File: src/rtl/uhd_pkg.sv
package uhd_pkg;

    typedef enum logic [1:0] {
        TX_IDLE,
        TX_START,
        TX_DATA,
        TX_STOP
    } tx_st_e;

    typedef enum logic [1:0] {
        RX_IDLE,
        RX_START,
        RX_DATA,
        RX_STOP
    } rx_st_e;

    typedef struct packed {
        logic half;
        logic lin;
        logic clk_out;
        logic smart;
        logic irda;
        logic keep_echo;
    } mode_cfg_t;

    // Shared-line operation forbids every other line discipline.
    function automatic logic mode_conflict(input mode_cfg_t c);
        return c.half && (c.lin || c.clk_out || c.smart || c.irda);
    endfunction

endpackage

File: src/rtl/uhd_line_front.sv
module uhd_line_front #(
    parameter int SYNC_STAGES = 2
) (
    input  logic clk,
    input  logic rst,
    input  logic half_sel,
    input  logic rx_pin,
    input  logic line_in,
    output logic line_s
);
    logic raw;
    logic [SYNC_STAGES-1:0] chain;

    // Source select happens before synchronising so a mode change is filtered too.
    assign raw = half_sel ? line_in : rx_pin;

    generate
        if (SYNC_STAGES == 1) begin : g_one
            always_ff @(posedge clk) begin
                if (rst) chain <= '1;
                else     chain <= raw;
            end
        end else begin : g_many
            always_ff @(posedge clk) begin
                if (rst) chain <= '1;
                else     chain <= {chain[SYNC_STAGES-2:0], raw};
            end
        end
    endgenerate

    assign line_s = chain[SYNC_STAGES-1];
endmodule

File: src/rtl/uhd_tx.sv
module uhd_tx
    import uhd_pkg::*;
#(
    parameter int DATA_W   = 8,
    parameter int BIT_CLKS = 16
) (
    input  logic              clk,
    input  logic              rst,
    input  logic              half_sel,
    input  logic              cfg_bad,
    input  logic              rx_busy,
    input  logic              line_s,
    input  logic [DATA_W-1:0] tx_data,
    input  logic              tx_valid,
    output logic              tx_ready,
    output logic              ser_out,
    output logic              busy,
    output logic              collide
);
    localparam int CW  = $clog2(BIT_CLKS);
    localparam int BW  = (DATA_W > 1) ? $clog2(DATA_W) : 1;
    localparam logic [CW-1:0] LAST_CNT = CW'(BIT_CLKS - 1);
    localparam logic [CW-1:0] MID_CNT  = CW'(BIT_CLKS / 2);
    localparam logic [BW-1:0] LAST_BIT = BW'(DATA_W - 1);

    tx_st_e            st;
    logic [CW-1:0]     cnt;
    logic [BW-1:0]     bidx;
    logic [DATA_W-1:0] sh;
    logic              cur_bit;

    always_comb begin
        case (st)
            TX_START: cur_bit = 1'b0;
            TX_DATA:  cur_bit = sh[0];
            default:  cur_bit = 1'b1;
        endcase
    end

    assign tx_ready = (st == TX_IDLE) && !cfg_bad && !(half_sel && rx_busy);
    assign ser_out  = cur_bit;
    assign busy     = (st != TX_IDLE);

    always_ff @(posedge clk) begin
        if (rst) begin
            st      <= TX_IDLE;
            cnt     <= '0;
            bidx    <= '0;
            sh      <= '0;
            collide <= 1'b0;
        end else begin
            collide <= half_sel && (st != TX_IDLE) && (cnt == MID_CNT) && (line_s != cur_bit);
            case (st)
                TX_IDLE: begin
                    if (tx_valid && tx_ready) begin
                        st  <= TX_START;
                        cnt <= '0;
                        sh  <= tx_data;
                    end
                end
                default: begin
                    if (cnt == LAST_CNT) begin
                        cnt <= '0;
                        case (st)
                            TX_START: begin
                                st   <= TX_DATA;
                                bidx <= '0;
                            end
                            TX_DATA: begin
                                sh <= sh >> 1;
                                if (bidx == LAST_BIT) st <= TX_STOP;
                                else                  bidx <= bidx + 1'b1;
                            end
                            default: st <= TX_IDLE;
                        endcase
                    end else begin
                        cnt <= cnt + 1'b1;
                    end
                end
            endcase
        end
    end
endmodule

File: src/rtl/uhd_rx.sv
module uhd_rx
    import uhd_pkg::*;
#(
    parameter int DATA_W   = 8,
    parameter int BIT_CLKS = 16
) (
    input  logic              clk,
    input  logic              rst,
    input  logic              line_s,
    input  logic              half_sel,
    input  logic              keep_echo,
    input  logic              tx_busy,
    output logic [DATA_W-1:0] rx_data,
    output logic              rx_valid,
    output logic              frame_err,
    output logic              busy
);
    localparam int CW  = $clog2(BIT_CLKS);
    localparam int BW  = (DATA_W > 1) ? $clog2(DATA_W) : 1;
    localparam logic [CW-1:0] LAST_CNT = CW'(BIT_CLKS - 1);
    localparam logic [CW-1:0] HALF_CNT = CW'(BIT_CLKS / 2 - 1);
    localparam logic [BW-1:0] LAST_BIT = BW'(DATA_W - 1);

    rx_st_e            st;
    logic [CW-1:0]     cnt;
    logic [BW-1:0]     bidx;
    logic [DATA_W-1:0] sh;
    logic              is_echo;
    logic              deliver;

    assign busy    = (st != RX_IDLE);
    assign deliver = !is_echo || keep_echo;

    always_ff @(posedge clk) begin
        if (rst) begin
            st        <= RX_IDLE;
            cnt       <= '0;
            bidx      <= '0;
            sh        <= '0;
            is_echo   <= 1'b0;
            rx_data   <= '0;
            rx_valid  <= 1'b0;
            frame_err <= 1'b0;
        end else begin
            rx_valid  <= 1'b0;
            frame_err <= 1'b0;
            case (st)
                RX_IDLE: begin
                    if (!line_s) begin
                        st      <= RX_START;
                        cnt     <= '0;
                        is_echo <= half_sel && tx_busy;
                    end
                end
                RX_START: begin
                    if (cnt == HALF_CNT) begin
                        cnt  <= '0;
                        bidx <= '0;
                        st   <= line_s ? RX_IDLE : RX_DATA;
                    end else begin
                        cnt <= cnt + 1'b1;
                    end
                end
                RX_DATA: begin
                    if (cnt == LAST_CNT) begin
                        cnt <= '0;
                        sh  <= {line_s, sh[DATA_W-1:1]};
                        if (bidx == LAST_BIT) st <= RX_STOP;
                        else                  bidx <= bidx + 1'b1;
                    end else begin
                        cnt <= cnt + 1'b1;
                    end
                end
                default: begin
                    if (cnt == LAST_CNT) begin
                        cnt <= '0;
                        st  <= RX_IDLE;
                        if (deliver) begin
                            if (line_s) begin
                                rx_valid <= 1'b1;
                                rx_data  <= sh;
                            end else begin
                                frame_err <= 1'b1;
                            end
                        end
                    end else begin
                        cnt <= cnt + 1'b1;
                    end
                end
            endcase
        end
    end
endmodule

File: src/rtl/uart_sw_half.sv
module uart_sw_half
    import uhd_pkg::*;
#(
    parameter int DATA_W      = 8,
    parameter int BIT_CLKS    = 16,
    parameter int SYNC_STAGES = 2
) (
    input  logic              clk,
    input  logic              rst,
    input  logic              cfg_half,
    input  logic              cfg_lin,
    input  logic              cfg_clk_out,
    input  logic              cfg_smartcard,
    input  logic              cfg_irda,
    input  logic              cfg_keep_echo,
    input  logic [DATA_W-1:0] tx_data,
    input  logic              tx_valid,
    output logic              tx_ready,
    output logic [DATA_W-1:0] rx_data,
    output logic              rx_valid,
    output logic              rx_frame_err,
    input  logic              rx_pin,
    input  logic              line_in,
    output logic              line_out,
    output logic              line_oe,
    output logic              cfg_err,
    output logic              tx_collision,
    output logic              tx_active,
    output logic              rx_active
);
    mode_cfg_t cfg;
    logic      line_s;

    assign cfg = '{half:      cfg_half,
                   lin:       cfg_lin,
                   clk_out:   cfg_clk_out,
                   smart:     cfg_smartcard,
                   irda:      cfg_irda,
                   keep_echo: cfg_keep_echo};

    assign cfg_err = mode_conflict(cfg);

    // Shared line: drive only while a frame is out and the mode set is legal.
    assign line_oe = cfg.half ? (tx_active && !cfg_err) : 1'b1;

    uhd_line_front #(.SYNC_STAGES(SYNC_STAGES)) u_front (
        .clk      (clk),
        .rst      (rst),
        .half_sel (cfg.half),
        .rx_pin   (rx_pin),
        .line_in  (line_in),
        .line_s   (line_s)
    );

    uhd_tx #(.DATA_W(DATA_W), .BIT_CLKS(BIT_CLKS)) u_tx (
        .clk      (clk),
        .rst      (rst),
        .half_sel (cfg.half),
        .cfg_bad  (cfg_err),
        .rx_busy  (rx_active),
        .line_s   (line_s),
        .tx_data  (tx_data),
        .tx_valid (tx_valid),
        .tx_ready (tx_ready),
        .ser_out  (line_out),
        .busy     (tx_active),
        .collide  (tx_collision)
    );

    uhd_rx #(.DATA_W(DATA_W), .BIT_CLKS(BIT_CLKS)) u_rx (
        .clk       (clk),
        .rst       (rst),
        .line_s    (line_s),
        .half_sel  (cfg.half),
        .keep_echo (cfg.keep_echo),
        .tx_busy   (tx_active),
        .rx_data   (rx_data),
        .rx_valid  (rx_valid),
        .frame_err (rx_frame_err),
        .busy      (rx_active)
    );
endmodule

File: config.mk
export PLATFORM = sky130hd
export DESIGN_NAME = uart_sw_half
export DESIGN_NICKNAME = d
export VERILOG_FILES = /design/src/rtl/uhd_pkg.sv /design/src/rtl/uhd_line_front.sv /design/src/rtl/uhd_tx.sv /design/src/rtl/uhd_rx.sv /design/src/rtl/uart_sw_half.sv
export SDC_FILE = /design/constraint.sdc
export NUM_CORES = 1
export LEC_CHECK = 0
export ABC_AREA = 1
export BUFFER_PORTS_ARGS = -buffer_cell sky130_fd_sc_hd__clkbuf_2
export CAP_MARGIN = 0
export CORE_UTILIZATION = 53
export CTS_BUF_LIST = sky130_fd_sc_hd__clkbuf_8
export DETAILED_ROUTE_END_ITERATION = 6
export PLACE_DENSITY = 0.75
export RECOVER_POWER = 50
export SYNTH_ARGS = -nofsm -noshare
export SYNTH_HDL_FRONTEND = slang
export SYNTH_HIERARCHICAL = 1
export SYNTH_SLANG_ARGS = --single-unit
File: constraint.sdc
create_clock -name clk -period 3.4 [get_ports clk]
set_input_delay 0.34 -clock clk [delete_from_list [all_inputs] [get_ports clk]]
set_output_delay 0.34 -clock clk [all_outputs]
set_load 0.005 [all_outputs]
* Yosys cells after proc, flatten, opt, wreduce, memory -nomap -nowiden
Cells that the tools add are included.
** Storage, ports and cells
- Input port bits :: 19
- Flip-flop bits (word level) :: 48
** Operators by class
- Mux-type cells :: 34
- Equality and inequality tests :: 19
- Add/sub/neg operators :: 4
- Bitwise gates (word level) :: 5
- Reduce and logical (&&, ||, !) cells :: 35
** Operators with widths (number)
- $mux W8 :: 4
- $mux W4 :: 6
- $mux W2 :: 10
- $eq A4 B4 Y1 const B :: 3
- $mux W3 :: 4
- $pmux W3 S2 :: 2
- $reduce_and A4 Y1 :: 3
- $reduce_bool A2 Y1 :: 6
- $logic_and A1 B1 Y1 :: 9
- $add A4 B1 Y4 const B :: 2
- $ne A2 B2 Y1 const B :: 4
- $pmux W4 S2 :: 1
- $add A3 B1 Y3 const B :: 2
- $eq A3 B3 Y1 const B :: 2
- $ne A2 B1 Y1 const B :: 3
- $pmux W2 S3 :: 1
- $reduce_and A3 Y1 :: 2
- $reduce_or A6 Y1 :: 1
- $not A1 Y1 :: 5
- $reduce_and A5 Y1 :: 1
- $eq A2 B1 Y1 const B :: 2
- $eq A2 B2 Y1 const B :: 2
- $eq A4 B3 Y1 const B :: 1
- $logic_not A2 Y1 :: 2
- 10 further kinds :: 19

* Longest topological paths before layout
- Depth after elaboration :: 10
- Depth in mapped cells :: 9

* Cells and area by module
Netlist, hierarchy kept.
** By module, submodules not included
- uhd_rx :: cells each 156, sequential area each 560.5 um^2, area an instance 1192.4 um^2, instances 1
- uhd_tx :: cells each 141, sequential area each 360.3 um^2, area an instance 1043.5 um^2, instances 1
- uhd_line_front :: cells each 8, sequential area each 40.0 um^2, area an instance 66.3 um^2, instances 1
- uart_sw_half :: cells each 5, sequential area each 0.0 um^2, area an instance 28.8 um^2, instances 1

* Worst setup path before layout
Ideal clock, no wire load.
- Path kind :: register to output
- From :: register u_tx.st[0]
- To :: output line_oe
- Arrival time :: 1.106 ns
- Cell stages (with the launch flop) :: 7
- Data required time :: 3.060 ns
- Path slack :: 1.954 ns
- Path through :: dfxtp_1 -> inv_1 -> ha_1 -> inv_1 -> buf_2 -> nand3_1 -> nand2_1
** Between the ends
- Longest elaborated chain between the ends :: 3
** RTL lines
- start: declaration :: RTL line uhd_tx.sv:26 : tx_st_e st;
- start signal: assignment :: RTL line uhd_tx.sv:46 : st <= TX_IDLE;
- start signal: assignment :: RTL line uhd_tx.sv:56 : st <= TX_START;
- start signal: assignment :: RTL line uhd_tx.sv:66 : st <= TX_DATA;
- $reduce_bool A2 Y1 :: RTL line uhd_tx.sv:42 : assign busy = (st != TX_IDLE);
- via tx_active :: RTL line uart_sw_half.sv:28 : output logic tx_active,
- $logic_and A1 B1 Y1 :: RTL line uart_sw_half.sv:44 : assign line_oe = cfg.half ? (tx_active && !cfg_err) : 1'b1;
- $mux W1 :: RTL line uart_sw_half.sv:44
- end: declaration :: RTL line uart_sw_half.sv:25 : output logic line_oe,
The timed path passes the listed nets, and every way through them passes these cells.

* Final worst setup path
- From :: register u_tx.st[0]
- To :: output line_oe
** Between the ends
- Longest elaborated chain between the ends :: 3
** RTL lines (RTL line)
- $reduce_bool A2 Y1 :: uhd_tx.sv:42
- $logic_and A1 B1 Y1 :: uart_sw_half.sv:44
- $mux W1 :: uart_sw_half.sv:44
Every way passes these cells.

==> flow_metrics.env <==
export IMPL_status="complete, no violations"
export IMPL_slowest_stage="ha_1"
export IMPL_syn_to_final_growth_pct=9.66
export IMPL_drive_gt1_frac=0.131
export IMPL_path_delay_family="buffers and inverters"
export IMPL_max_vdd_ir_drop_mv=0.402
export IMPL_drv_cap=0
export IMPL_dpl_cell_area_um2=2500
export IMPL_critical_path_class="reg -> out"
export IMPL_cts_hold_buf=0
export IMPL_layout_nets=371
export IMPL_synth_top_area_cell="dfxtp_1"
export IMPL_worstSetupStartpointType="flip-flop"
export IMPL_crit_path_max_incr_delay_ns=0.50
export IMPL_synth_edf_count=0
export IMPL_post_route_drc_count=0
export IMPL_period_minus_slack_ns=2.34
export IMPL_firstDrtPassIters=4
export IMPL_drt_wirelength_per_cell_um=11.8
export IMPL_die_area_um2=4670
export IMPL_cts_tree="yes"
export IMPL_final_setup_viol_count=0
export IMPL_rows=23
export IMPL_fin_area_um2=2560
export IMPL_start_util=0.566
export IMPL_htree_levels=2
export IMPL_comb_power_share=0.435
export IMPL_detail_route_antenna_nets=0
export IMPL_slew_limit_headroom=0.293
export IMPL_synth_seq_area_share=0.412
export IMPL_required_ns=3.06
export IMPL_synth_nets=339
export IMPL_io_buffers=35
export IMPL_post_cts_buffers=0
export IMPL_gr_total_overflow=0
export IMPL_yosys_top_cells_count="nand2_1 (64), dfxtp_1 (48), nor2_1 (37)"
export IMPL_slew_violations=0
export IMPL_power_density_nw_per_um2=736
export IMPL_critical_path_peak_fanout=15
export IMPL_grt_usage=0.227
export IMPL_worstPathArrival_ns=2.00
export IMPL_fp_dieH_um=68.3
export IMPL_ys_top_cells_by_area="dfxtp_1 (41%), nand2_1 (10%), nand3_1 (6.7%)"
export IMPL_tns_ns=0
export IMPL_ys_flop_type="dfxtp_1"
export IMPL_rsz0062_at_grt="false"
export IMPL_clk_pin_slew_ns=0.09
export IMPL_ioPinCount=36
export IMPL_cts_resized_gates=0
export IMPL_clockPowerShare=0.185
export IMPL_crit_cells=6
export IMPL_yosysUniqueCellTypes=35
export IMPL_grt_pass1_vias=1782
export IMPL_cp_common_cell="inv_1"
export IMPL_min_path_type="in -> reg"
export IMPL_syn_inst=310
export IMPL_worst_setup_path_end_kind="output pin"
export IMPL_clockBufferDepth=2
export IMPL_swShare=0.421
export IMPL_drt_iter0_drc=126
export IMPL_grt_antenna_before_repair=0
export IMPL_antenna_cells=0
export IMPL_fin_crit_sh=0.690
export IMPL_grt_first_pass_wirelength_um=7850
export IMPL_chipWidth_um=68.3
export IMPL_placedCellCount=385
export IMPL_routabilityCongestion=0.800
export IMPL_netlist_area_um2=2330
export IMPL_p_int_mw=1.09
export IMPL_grt_max_degree=24
export IMPL_final_cells=393
export IMPL_rr_worst_depth=7
export IMPL_power_switching_uw=791
export IMPL_worstSkewPairLatency_ns=0.30
export IMPL_holdPathStages=3
export IMPL_pwr_share_seq=0.381
export IMPL_synth_avg_cell_area_um2=7.52
export IMPL_worst_pin_slew_ns=1.06
export IMPL_cts_root_buf="clkbuf_8"
export IMPL_finalHoldViolations=0
export IMPL_yosysMostFrequentCell="nand2_1"
export IMPL_synth_top_area_frac=0.412
export IMPL_crit_chain="inv_1 -> ha_1 -> inv_1 -> nand3_1 -> nand2_1 -> clkbuf_2"
export IMPL_synth_async_reset_ratio=0
export IMPL_final_setup_skew_ns=0.00630
export IMPL_wirelength_um=4650
export IMPL_core_um2=4120
export IMPL_path_buf_inv=3
export IMPL_p_leak_nw=1.14
export IMPL_fmax_mhz=427
export IMPL_ys_warn_count=6
export IMPL_ys_seq_elements=48
export IMPL_routed_via_density=5.21
export IMPL_hpwl_um=3340
export IMPL_cts_made_buffers=5
export IMPL_cts_sinks=48
export IMPL_vias=2049
worst paths after layout:
check	startpoint	to	slack [ns]
setup / recovery	u_tx/st[0]	line_oe	1.06
hold / removal	rx_pin	u_front/chain[0]	0.25
setup reg to reg	u_tx/st[0]	u_tx/cnt[3]	1.26
hold reg to reg	u_front/chain[0]	u_front/chain[1]	0.42
registers in the layout, summed over array words and instances, names as in the netlist, 2 cells and up:
name and cells:
u_front/chain 2, u_rx/st 2, u_rx/cnt 4, u_tx/bidx 3, u_tx/sh 8, u_tx/cnt 4
u_rx/bidx 3, u_rx/rx_data 8, u_rx/sh 8, u_tx/st 2
routing by layer:
layer  share of wire  wire (um)  GRT usage  vias up
li1                -          -          -     1083
met1            0.50       2310      0.297      926
met2            0.46       2140      0.369       33
met3           0.032        149     0.0500        7
met4           0.012         57     0.0729        0
met5               0          0          0        -
final cells by class:
class,count,area [um^2]
fillers,382,1560
well taps,50,62.6
repair buffers,35,161
inverters,28,105
clock inverters,2,11.3
multi-input cells,224,1170
flip-flops and latches,48,961
clock buffers,6,82.6
stage by stage:
step / setup WS [ns] / util / power [mW] / hold WS [ns]
after detailed placement: 1.35 / 0.607 / 1.55 / 0.401
final: 1.06 / 0.621 / 1.88 / 0.249
after floorplan: 1.95 / - / 1.41 / 0.385
after global placement: 1.44 / 0.607 / 1.52 / 0.401
after global routing: 0.889 / 0.621 / 2.05 / 0.274
after CTS: 1.10 / 0.630 / 1.90 / 0.245
cells in the final DEF, fill, tap and decap left out, drive strengths merged:
cell / synthesis / final
o211a: 1 / 1
dfxtp: 48 / 48
o21bai: 1 / 1
o21ai: 17 / 17
and3: 1 / 1
ha: 10 / 10
xor2: 2 / 2
clkinvlp: 0 / 1
xnor2: 1 / 1
inv: 28 / 29
o31ai: 1 / 1
nor3: 4 / 4
nor2: 41 / 41
clkbuf: 3 / 41
or2: 1 / 1
a21oi: 33 / 33
nand4: 4 / 4
nand3: 33 / 33
a21boi: 8 / 8
nand2: 65 / 65
o21a: 1 / 1
worst min-delay path, delay by kind of cell:
kind,cells,cell delay [ns]
buffers and inverters,1,0.08
and+or+nand+nor,2,0.11
cells by family after synthesis:
logic type               count (synthesis)  share of synthesized area
buffers and inverters                   38                     0.0746
adder cells (fa/ha/maj)                 10                     0.0537
XOR/XNOR                                 3                     0.0113
AND/OR/NAND/NOR                        149                      0.288
AO/OA/AOI/OAI                           62                      0.160
flip-flops                              48                      0.412
power groups by stage:
stage / registers [mW] / clock network [mW] / logic (mW)
final: 0.716 / 0.348 / 0.817
after global placement: 0.724 / 0 / 0.793
after floorplan: 0.712 / 0 / 0.694
after CTS: 0.714 / 0.360 / 0.822
after detailed placement: 0.728 / 0 / 0.820
after global routing: 0.728 / 0.381 / 0.938
(Power assumes the default switching activity.)
